`config.mk`:
```
export PLATFORM = sky130hd
export DESIGN_NAME = iter_div
export DESIGN_NICKNAME = d
export VERILOG_FILES = /design/src/rtl/div_pkg.sv /design/src/rtl/div_prep.sv /design/src/rtl/div_core.sv /design/src/rtl/div_fixup.sv /design/src/rtl/iter_div.sv
export SDC_FILE = /design/constraint.sdc
export NUM_CORES = 2
export LEC_CHECK = 0
export ABC_CLOCK_PERIOD_IN_PS = 5500
export BUFFER_PORTS_ARGS = -buffer_cell sky130_fd_sc_hd__buf_2
export CORE_AREA = 2 2 260 327
export CTS_CLUSTER_SIZE = 28
export DETAILED_ROUTE_END_ITERATION = 16
export DIE_AREA = 0 0 262 329
export GPL_ROUTABILITY_DRIVEN = 1
export MAX_ROUTING_LAYER = met4
export PLACE_DENSITY_LB_ADDON = 0.12
export SYNTH_ARGS = -nofsm -noshare
export SYNTH_HDL_FRONTEND = slang
export SYNTH_HIERARCHICAL = 1
export SYNTH_SLANG_ARGS = --single-unit
```
`constraint.sdc`:
```
create_clock -name clk_i -period 5.5 [get_ports clk_i]
set_input_delay 0.825 -clock clk_i [delete_from_list [all_inputs] [get_ports clk_i]]
set_output_delay 0.825 -clock clk_i [all_outputs]
set_load 0.02 [all_outputs]
```
`src/rtl/div_pkg.sv`:
```
package div_pkg;
  typedef enum logic [1:0] {
    ST_IDLE,
    ST_RUN,
    ST_HOLD
  } div_state_e;

  localparam int unsigned OP_REM_BIT  = 0;
  localparam int unsigned OP_UNS_BIT  = 1;
  localparam int unsigned OP_WORD_BIT = 2;
endpackage

```
`src/rtl/div_prep.sv`:
```
module div_prep #(
  parameter int unsigned XLEN = 64
) (
  input  logic [2:0]      op_i,
  input  logic [XLEN-1:0] a_i,
  input  logic [XLEN-1:0] b_i,
  output logic [XLEN-1:0] a_ext_o,
  output logic [XLEN-1:0] dvd_mag_o,
  output logic [XLEN-1:0] dvs_mag_o,
  output logic            neg_q_o,
  output logic            neg_r_o,
  output logic            div0_o,
  output logic            ovf_o
);
  import div_pkg::*;
  localparam int unsigned HALF = XLEN / 2;

  logic            sgn, word, a_neg, b_neg;
  logic [XLEN-1:0] b_ext, min_val;

  always_comb begin
    sgn  = ~op_i[OP_UNS_BIT];
    word = op_i[OP_WORD_BIT];
    if (word) begin
      a_ext_o = {{HALF{sgn & a_i[HALF-1]}}, a_i[HALF-1:0]};
      b_ext   = {{HALF{sgn & b_i[HALF-1]}}, b_i[HALF-1:0]};
      min_val = {{(HALF+1){1'b1}}, {(HALF-1){1'b0}}};
    end else begin
      a_ext_o = a_i;
      b_ext   = b_i;
      min_val = {1'b1, {(XLEN-1){1'b0}}};
    end
    a_neg     = sgn & a_ext_o[XLEN-1];
    b_neg     = sgn & b_ext[XLEN-1];
    dvd_mag_o = a_neg ? -a_ext_o : a_ext_o;
    dvs_mag_o = b_neg ? -b_ext : b_ext;
    div0_o    = (b_ext == '0);
    ovf_o     = sgn & (a_ext_o == min_val) & (b_ext == '1);
    neg_q_o   = a_neg ^ b_neg;
    neg_r_o   = a_neg;
  end

  always_comb begin
    assert_excl_special_R4: assert (!(div0_o && ovf_o));
  end
endmodule

```
`src/rtl/div_core.sv`:
```
module div_core #(
  parameter int unsigned XLEN = 64
) (
  input  logic            clk_i,
  input  logic            rst_ni,
  input  logic            start_i,
  input  logic            word_i,
  input  logic [XLEN-1:0] dvd_i,
  input  logic [XLEN-1:0] dvs_i,
  output logic            busy_o,
  output logic            done_o,
  output logic [XLEN-1:0] quo_o,
  output logic [XLEN-1:0] rem_o
);
  localparam int unsigned HALF = XLEN / 2;
  localparam int unsigned CW   = $clog2(XLEN + 1);

  logic [XLEN-1:0] rem_q, quo_q, dvs_q;
  logic [CW-1:0]   cnt_q;
  logic [XLEN:0]   shifted;
  logic            ge;
  logic [XLEN-1:0] rem_nxt, quo_nxt;

  always_comb begin
    shifted = {rem_q, quo_q[XLEN-1]};
    ge      = shifted >= {1'b0, dvs_q};
    rem_nxt = ge ? (shifted[XLEN-1:0] - dvs_q) : shifted[XLEN-1:0];
    quo_nxt = {quo_q[XLEN-2:0], ge};
  end

  assign busy_o = (cnt_q != '0);
  assign done_o = busy_o && (cnt_q == CW'(1));
  assign quo_o  = quo_nxt;
  assign rem_o  = rem_nxt;

  always_ff @(posedge clk_i or negedge rst_ni) begin
    if (!rst_ni) begin
      rem_q <= '0;
      quo_q <= '0;
      dvs_q <= '0;
      cnt_q <= '0;
    end else if (start_i) begin
      rem_q <= '0;
      quo_q <= word_i ? (dvd_i << HALF) : dvd_i;
      dvs_q <= dvs_i;
      cnt_q <= word_i ? CW'(HALF) : CW'(XLEN);
    end else if (busy_o) begin
      rem_q <= rem_nxt;
      quo_q <= quo_nxt;
      cnt_q <= cnt_q - CW'(1);
    end
  end

  // restoring invariant: partial remainder stays below divisor
  assert_rem_below_dvs_R1: assert property (@(posedge clk_i) disable iff (!rst_ni)
    busy_o |-> rem_q < dvs_q);
  assert_cnt_bound_R6: assert property (@(posedge clk_i) disable iff (!rst_ni)
    busy_o |-> cnt_q <= CW'(XLEN));
  assert_no_restart_R7: assert property (@(posedge clk_i) disable iff (!rst_ni)
    start_i |-> !busy_o);
endmodule

```
`src/rtl/div_fixup.sv`:
```
module div_fixup #(
  parameter int unsigned XLEN = 64
) (
  input  logic [XLEN-1:0] mag_i,
  input  logic            neg_i,
  input  logic            word_i,
  output logic [XLEN-1:0] res_o
);
  localparam int unsigned HALF = XLEN / 2;
  logic [XLEN-1:0] signed_val;

  always_comb begin
    signed_val = neg_i ? -mag_i : mag_i;
    res_o      = word_i ? {{HALF{signed_val[HALF-1]}}, signed_val[HALF-1:0]} : signed_val;
  end
endmodule

```
`src/rtl/iter_div.sv`:
```
module iter_div #(
  parameter int unsigned XLEN = 64
) (
  input  logic            clk_i,
  input  logic            rst_ni,
  input  logic            in_valid_i,
  output logic            in_ready_o,
  input  logic [2:0]      op_i,
  input  logic [XLEN-1:0] a_i,
  input  logic [XLEN-1:0] b_i,
  output logic            out_valid_o,
  input  logic            out_ready_i,
  output logic [XLEN-1:0] result_o,
  output logic            busy_o
);
  import div_pkg::*;

  div_state_e      state_q;
  logic [XLEN-1:0] a_ext, dvd_mag, dvs_mag;
  logic            neg_q, neg_r, div0, ovf, special, hit, accept, start;
  logic            core_busy, core_done;
  logic [XLEN-1:0] core_quo, core_rem;

  logic            rem_sel_q, word_q, negq_q, negr_q;
  logic [XLEN-1:0] res_q;
  logic            last_vld_q;
  logic [XLEN-1:0] last_a_q, last_b_q, last_quo_q, last_rem_q;
  logic [1:0]      last_mode_q;

  logic            running;
  logic [XLEN-1:0] q_mag, r_mag, fix_q, fix_r;
  logic            q_neg, r_neg, fix_word;

  div_prep #(.XLEN(XLEN)) prep_i (
    .op_i      (op_i),
    .a_i       (a_i),
    .b_i       (b_i),
    .a_ext_o   (a_ext),
    .dvd_mag_o (dvd_mag),
    .dvs_mag_o (dvs_mag),
    .neg_q_o   (neg_q),
    .neg_r_o   (neg_r),
    .div0_o    (div0),
    .ovf_o     (ovf)
  );

  assign in_ready_o  = (state_q == ST_IDLE);
  assign out_valid_o = (state_q == ST_HOLD);
  assign busy_o      = core_busy;
  assign result_o    = res_q;
  assign accept      = in_valid_i && in_ready_o;
  assign special     = div0 || ovf;
  assign hit         = last_vld_q && (a_i == last_a_q) && (b_i == last_b_q)
                       && (op_i[OP_WORD_BIT:OP_UNS_BIT] == last_mode_q);
  assign start       = accept && !hit && !special;
  assign running     = (state_q == ST_RUN);

  div_core #(.XLEN(XLEN)) core_i (
    .clk_i   (clk_i),
    .rst_ni  (rst_ni),
    .start_i (start),
    .word_i  (op_i[OP_WORD_BIT]),
    .dvd_i   (dvd_mag),
    .dvs_i   (dvs_mag),
    .busy_o  (core_busy),
    .done_o  (core_done),
    .quo_o   (core_quo),
    .rem_o   (core_rem)
  );

  // idle: fixed results for special cases; run: core results with sign fix-up
  always_comb begin
    if (running) begin
      q_mag    = core_quo;
      r_mag    = core_rem;
      q_neg    = negq_q;
      r_neg    = negr_q;
      fix_word = word_q;
    end else begin
      q_mag    = div0 ? '1 : a_ext;
      r_mag    = div0 ? a_ext : '0;
      q_neg    = 1'b0;
      r_neg    = 1'b0;
      fix_word = op_i[OP_WORD_BIT];
    end
  end

  div_fixup #(.XLEN(XLEN)) fix_quo_i (
    .mag_i  (q_mag),
    .neg_i  (q_neg),
    .word_i (fix_word),
    .res_o  (fix_q)
  );

  div_fixup #(.XLEN(XLEN)) fix_rem_i (
    .mag_i  (r_mag),
    .neg_i  (r_neg),
    .word_i (fix_word),
    .res_o  (fix_r)
  );

  always_ff @(posedge clk_i or negedge rst_ni) begin
    if (!rst_ni) begin
      state_q     <= ST_IDLE;
      res_q       <= '0;
      rem_sel_q   <= 1'b0;
      word_q      <= 1'b0;
      negq_q      <= 1'b0;
      negr_q      <= 1'b0;
      last_vld_q  <= 1'b0;
      last_a_q    <= '0;
      last_b_q    <= '0;
      last_mode_q <= '0;
      last_quo_q  <= '0;
      last_rem_q  <= '0;
    end else begin
      unique case (state_q)
        ST_IDLE: if (accept) begin
          if (hit) begin
            res_q   <= op_i[OP_REM_BIT] ? last_rem_q : last_quo_q;
            state_q <= ST_HOLD;
          end else if (special) begin
            res_q   <= op_i[OP_REM_BIT] ? fix_r : fix_q;
            state_q <= ST_HOLD;
          end else begin
            rem_sel_q   <= op_i[OP_REM_BIT];
            word_q      <= op_i[OP_WORD_BIT];
            negq_q      <= neg_q;
            negr_q      <= neg_r;
            last_vld_q  <= 1'b0;
            last_a_q    <= a_i;
            last_b_q    <= b_i;
            last_mode_q <= op_i[OP_WORD_BIT:OP_UNS_BIT];
            state_q     <= ST_RUN;
          end
        end
        ST_RUN: if (core_done) begin
          res_q      <= rem_sel_q ? fix_r : fix_q;
          last_quo_q <= fix_q;
          last_rem_q <= fix_r;
          last_vld_q <= 1'b1;
          state_q    <= ST_HOLD;
        end
        ST_HOLD: if (out_ready_i) state_q <= ST_IDLE;
        default: state_q <= ST_IDLE;
      endcase
    end
  end

  assert_hold_stable_R7: assert property (@(posedge clk_i) disable iff (!rst_ni)
    out_valid_o && !out_ready_i |=> out_valid_o && $stable(result_o));
  assert_busy_blocks_R7: assert property (@(posedge clk_i) disable iff (!rst_ni)
    busy_o |-> !in_ready_o);
  assert_special_fast_R6: assert property (@(posedge clk_i) disable iff (!rst_ni)
    accept && special |=> out_valid_o);
  assert_div0_quo_R3: assert property (@(posedge clk_i) disable iff (!rst_ni)
    accept && div0 && !op_i[OP_REM_BIT] |=> result_o == '1);
  assert_hit_fast_R8: assert property (@(posedge clk_i) disable iff (!rst_ni)
    accept && hit |=> out_valid_o);
endmodule

```
==> results.md <==
* R2R Path Start: core_i/rem_q[28]$_DFFE_PN0P_
* Primary FF master, synth: dfrtp_1
* Critical Path Max Stage Delay at approximately 0.54 ns
* Total congestion overflow at 0
* Root Buffer: clkbuf_16
* Synth top area cells: dfrtp_1, mux2_2, xor2_1
* Syn. warnings at 6
* Seq/Total Area, Yosys at a little under a third
* Pins Over Slew Limit at 0
* Crit path kind: flop to flop
* GRT Total Usage at between 40% and 50%
* Initial Util at 49.5%
* Cells after Synth at about 4800
* FMAX at roughly 0.17 GHz
* Row count at 119
* DRC at 0
* Post-synthesis mux area share at roughly 12%
* WHS at 0.133 ns
* Max Cap Viol at 0
* First-pass GRT wire length at approximately 270000 um
* Placed cell area at 0.0493 mm^2
* Num CTS Buffers at 59
* Initial antenna violation count at 15
* Layout Utilization at between 60% and 70%
* Commonest non-fill, non-tap cells in the layout: buf_4, dfrtp_1, nand2_1
* Post-synth net total at about 5000
* Crit end category: flop
* CP startpoint kind: flop
* Largest net degree at the start of global routing at 165
* Full die area at 0.0862 mm^2
* Worst hold path type: primary input to async pin
* Tmin final at 6.05 ns
* Commonest non-fill, non-tap cell in the layout: buf_4
* Final instance area at roughly 0.055 mm^2
* CTS clk-pin slew, worst paths at 0.07 ns
* Crit Path Max Fanout at 8
* Area share of xor/xnor cells in the synthesized design at slightly above 8%
* Clock Skew at 0.0428 ns
* Setup WS pre-CTS at -0.797 ns
* Critical Path Stages at 27
* Overall die height at 329 um
* Number of synthesized flops with an enable pin at 0
* Placeable Area at 0.0834 mm^2
* Area delta synth->final at 33.5%
* Reg2reg path depth at 27
* Fin. Hold Viols at 0
* Final setup vio count at 93
* Smallest setup slack after layout at -0.555 ns
* WP buf/inv at 6
* Final RePlAce weighted congestion at 1.05
* Sink Count at 527
* Violated checks: setup timing
* Largest delay share family, worst path: simple AND/OR/NAND/NOR gates
* Status: finished with violations
* Final period utilization at 110%
* H-tree depth at 2
* Worst r2r dst: result_o[48]$_DFFE_PN0P_
* Layout cells sized above 1 at 37.0%
* Routed WL per cell at roughly 27 um
* Mapped Area at 0.0413 mm^2
* Post-Synth Simple-Gate Area at roughly a fifth
* Initial DRC Count at 4561
* Worst Tran Pin Value at 1.15 ns
* Mean Syn Cell Area at between 8 and 9 um^2
* R2R setup slack at -0.55 ns
* Unrepaired setup endpoints after global routing: yes
* Compound-Gate Fraction of Synth Area at about a fifth
* Total Routed Length at 187000 um
* Clk_lat worst skew at 0.70 ns
* CP max stage cell: or4_4
* Ys async rst share at 100%
* Distinct cells, synth at 111
* #FFs+latches synth at 527
* Num ports at 202
* Post-DP HPWL at between 100000 and 150000 um
* Clk buf depth at 3
* Vias in the first global route at 40647
* Synth top area share at about a third
* Main combinational cell family by area after synthesis: compound AO/OA/AOI/OAI gates
* Pre-Repair DR Iteration Count at 6
* Nets at around 5900
* Adder-Cell Fraction of Synth Area at under 10%
* CP Data Required Time at 6.07 ns
* Arrival time worst endpoint at between 6 and 7 ns
* Die width at 262 um
* Final antenna-violating net count at 0
* Drt via density at 6.13
* Area leader, netlist: dfrtp_1
* TritonCTS clock tree: built
* I/O Buffers at 201
* Slew HR at 22.3%
* Routed via count at 41853
## stage by stage
step,cells,setup TNS (ns)
2_1_floorplan,4765,-0.518
3_3_place_gp,6604,-43.05
3_5_place_dp,6604,-50.81
4_1_cts,6786,-16.34
5_1_grt,6825,-45.09
6_report,6828,-28.96
## cells by family (layout without fill, tap and decap cells)
kind of cell,count (synthesis),in the layout
adder cells (fa/ha/maj),72,72
AO/OA/AOI/OAI,1179,1179
other,0,11
XOR/XNOR,384,384
multiplexers,446,446
flip-flops,527,527
AND/OR/NAND/NOR,1527,1527
buffers and inverters,630,1593
## per-layer routing
| metal | routed length, um | global-route usage [%] | vias up |
|---|---|---|---|
| met2 | 84600 | 66.7 | 1968 |
| met4 | 17900 | 33.3 | 0 |
| met1 | 71300 | 50.7 | 20291 |
| li1 | - | - | 18948 |
| met3 | 13500 | 6.46 | 646 |
| met5 | 0 | - | - |
## final cells by class
class | count | area, um^2
antenna | 11 | 27.5
clock buffer | 83 | 1690
timing repair inverter | 2 | 36.3
timing repair buffer | 1290 | 10000
fill | 6953 | 28300
clock inverter | 29 | 355
sequential | 527 | 13200
multi-input combinational | 3608 | 27700
tap | 1089 | 1360
inverter | 189 | 729
## flip-flops by register name (all words and copies together) (netlist names), 7 cells and up
signal and flops:
core_i/rem_q 64, core_i/cnt_q 7, core_i/quo_q 64, last_b_q 64
last_rem_q 64, last_quo_q 64, last_a_q 64, result_o 64
core_i/dvs_q 64
## worst max path at each step
stage | start | endpoint | slack (ns)
floorplan | b_i[22] | result_o[42]$_DFFE_PN0P_ | -0.03
global placement | core_i/rem_q[7]$_DFFE_PN0P_ | result_o[15]$_DFFE_PN0P_ | -0.72
detailed placement | core_i/rem_q[7]$_DFFE_PN0P_ | result_o[15]$_DFFE_PN0P_ | -0.80
CTS | core_i/dvs_q[8]$_DFFE_PN0P_ | result_o[60]$_DFFE_PN0P_ | -0.42
global route | core_i/rem_q[18]$_DFFE_PN0P_ | result_o[48]$_DFFE_PN0P_ | -0.72
finish | core_i/rem_q[28]$_DFFE_PN0P_ | result_o[48]$_DFFE_PN0P_ | -0.55
## worst register-to-register path: stages (launching register included)
cell       delay [ns]
dfrtp_1          0.46
ha_1             0.34
and4_4           0.25
nand3_2          0.12
a2111oi_4        0.33
a211o_1          0.20
o211a_4          0.21
o31ai_4          0.08
a211oi_4         0.34
nor2_8           0.11
buf_12           0.15
inv_12           0.07
mux2_4           0.32
nand2_2          0.06
nand2_2          0.06
or4_4            0.54
and4b_1          0.31
buf_6            0.19
a41oi_4          0.14
xor2_2           0.26
buf_4            0.16
nand2_4          0.13
buf_12           0.24
buf_4            0.14
o21ai_2          0.07
mux2i_1          0.09
and3_1           0.23
o41ai_2          0.30
## cell usage after synthesis (41+ instances only)
cell type  count
a2111oi_0     68
a21o_1        41
a21oi_1      233
and3_1       115
buf_4        112
clkbuf_1     265
dfrtp_1      527
ha_1          71
inv_1        186
mux2_2       261
mux2i_1      130
nand2_1      448
nand3_1      100
nand4_1       71
nor2_1       365
nor2b_1       95
nor3_1        61
nor4_1        50
o211ai_1      73
o21a_1        50
o21ai_0      286
o22ai_1       74
o31ai_1       58
o41ai_1       95
or3_1         53
xnor2_1      190
xor2_1       194
## timing repair
| action | CTS | global route |
|---|---|---|
| cloned | 3 | 3 |
| setup endpoints to repair | 127 | 133 |
| resized for setup | 337 | 170 |
| pin swaps | 137 | 101 |
| hold buffers | 0 | 0 |
| buffers inserted | 87 | 47 |
Power is not shown: default switching activity piles up to over one toggle a cycle in this logic, so the estimate is an artifact.
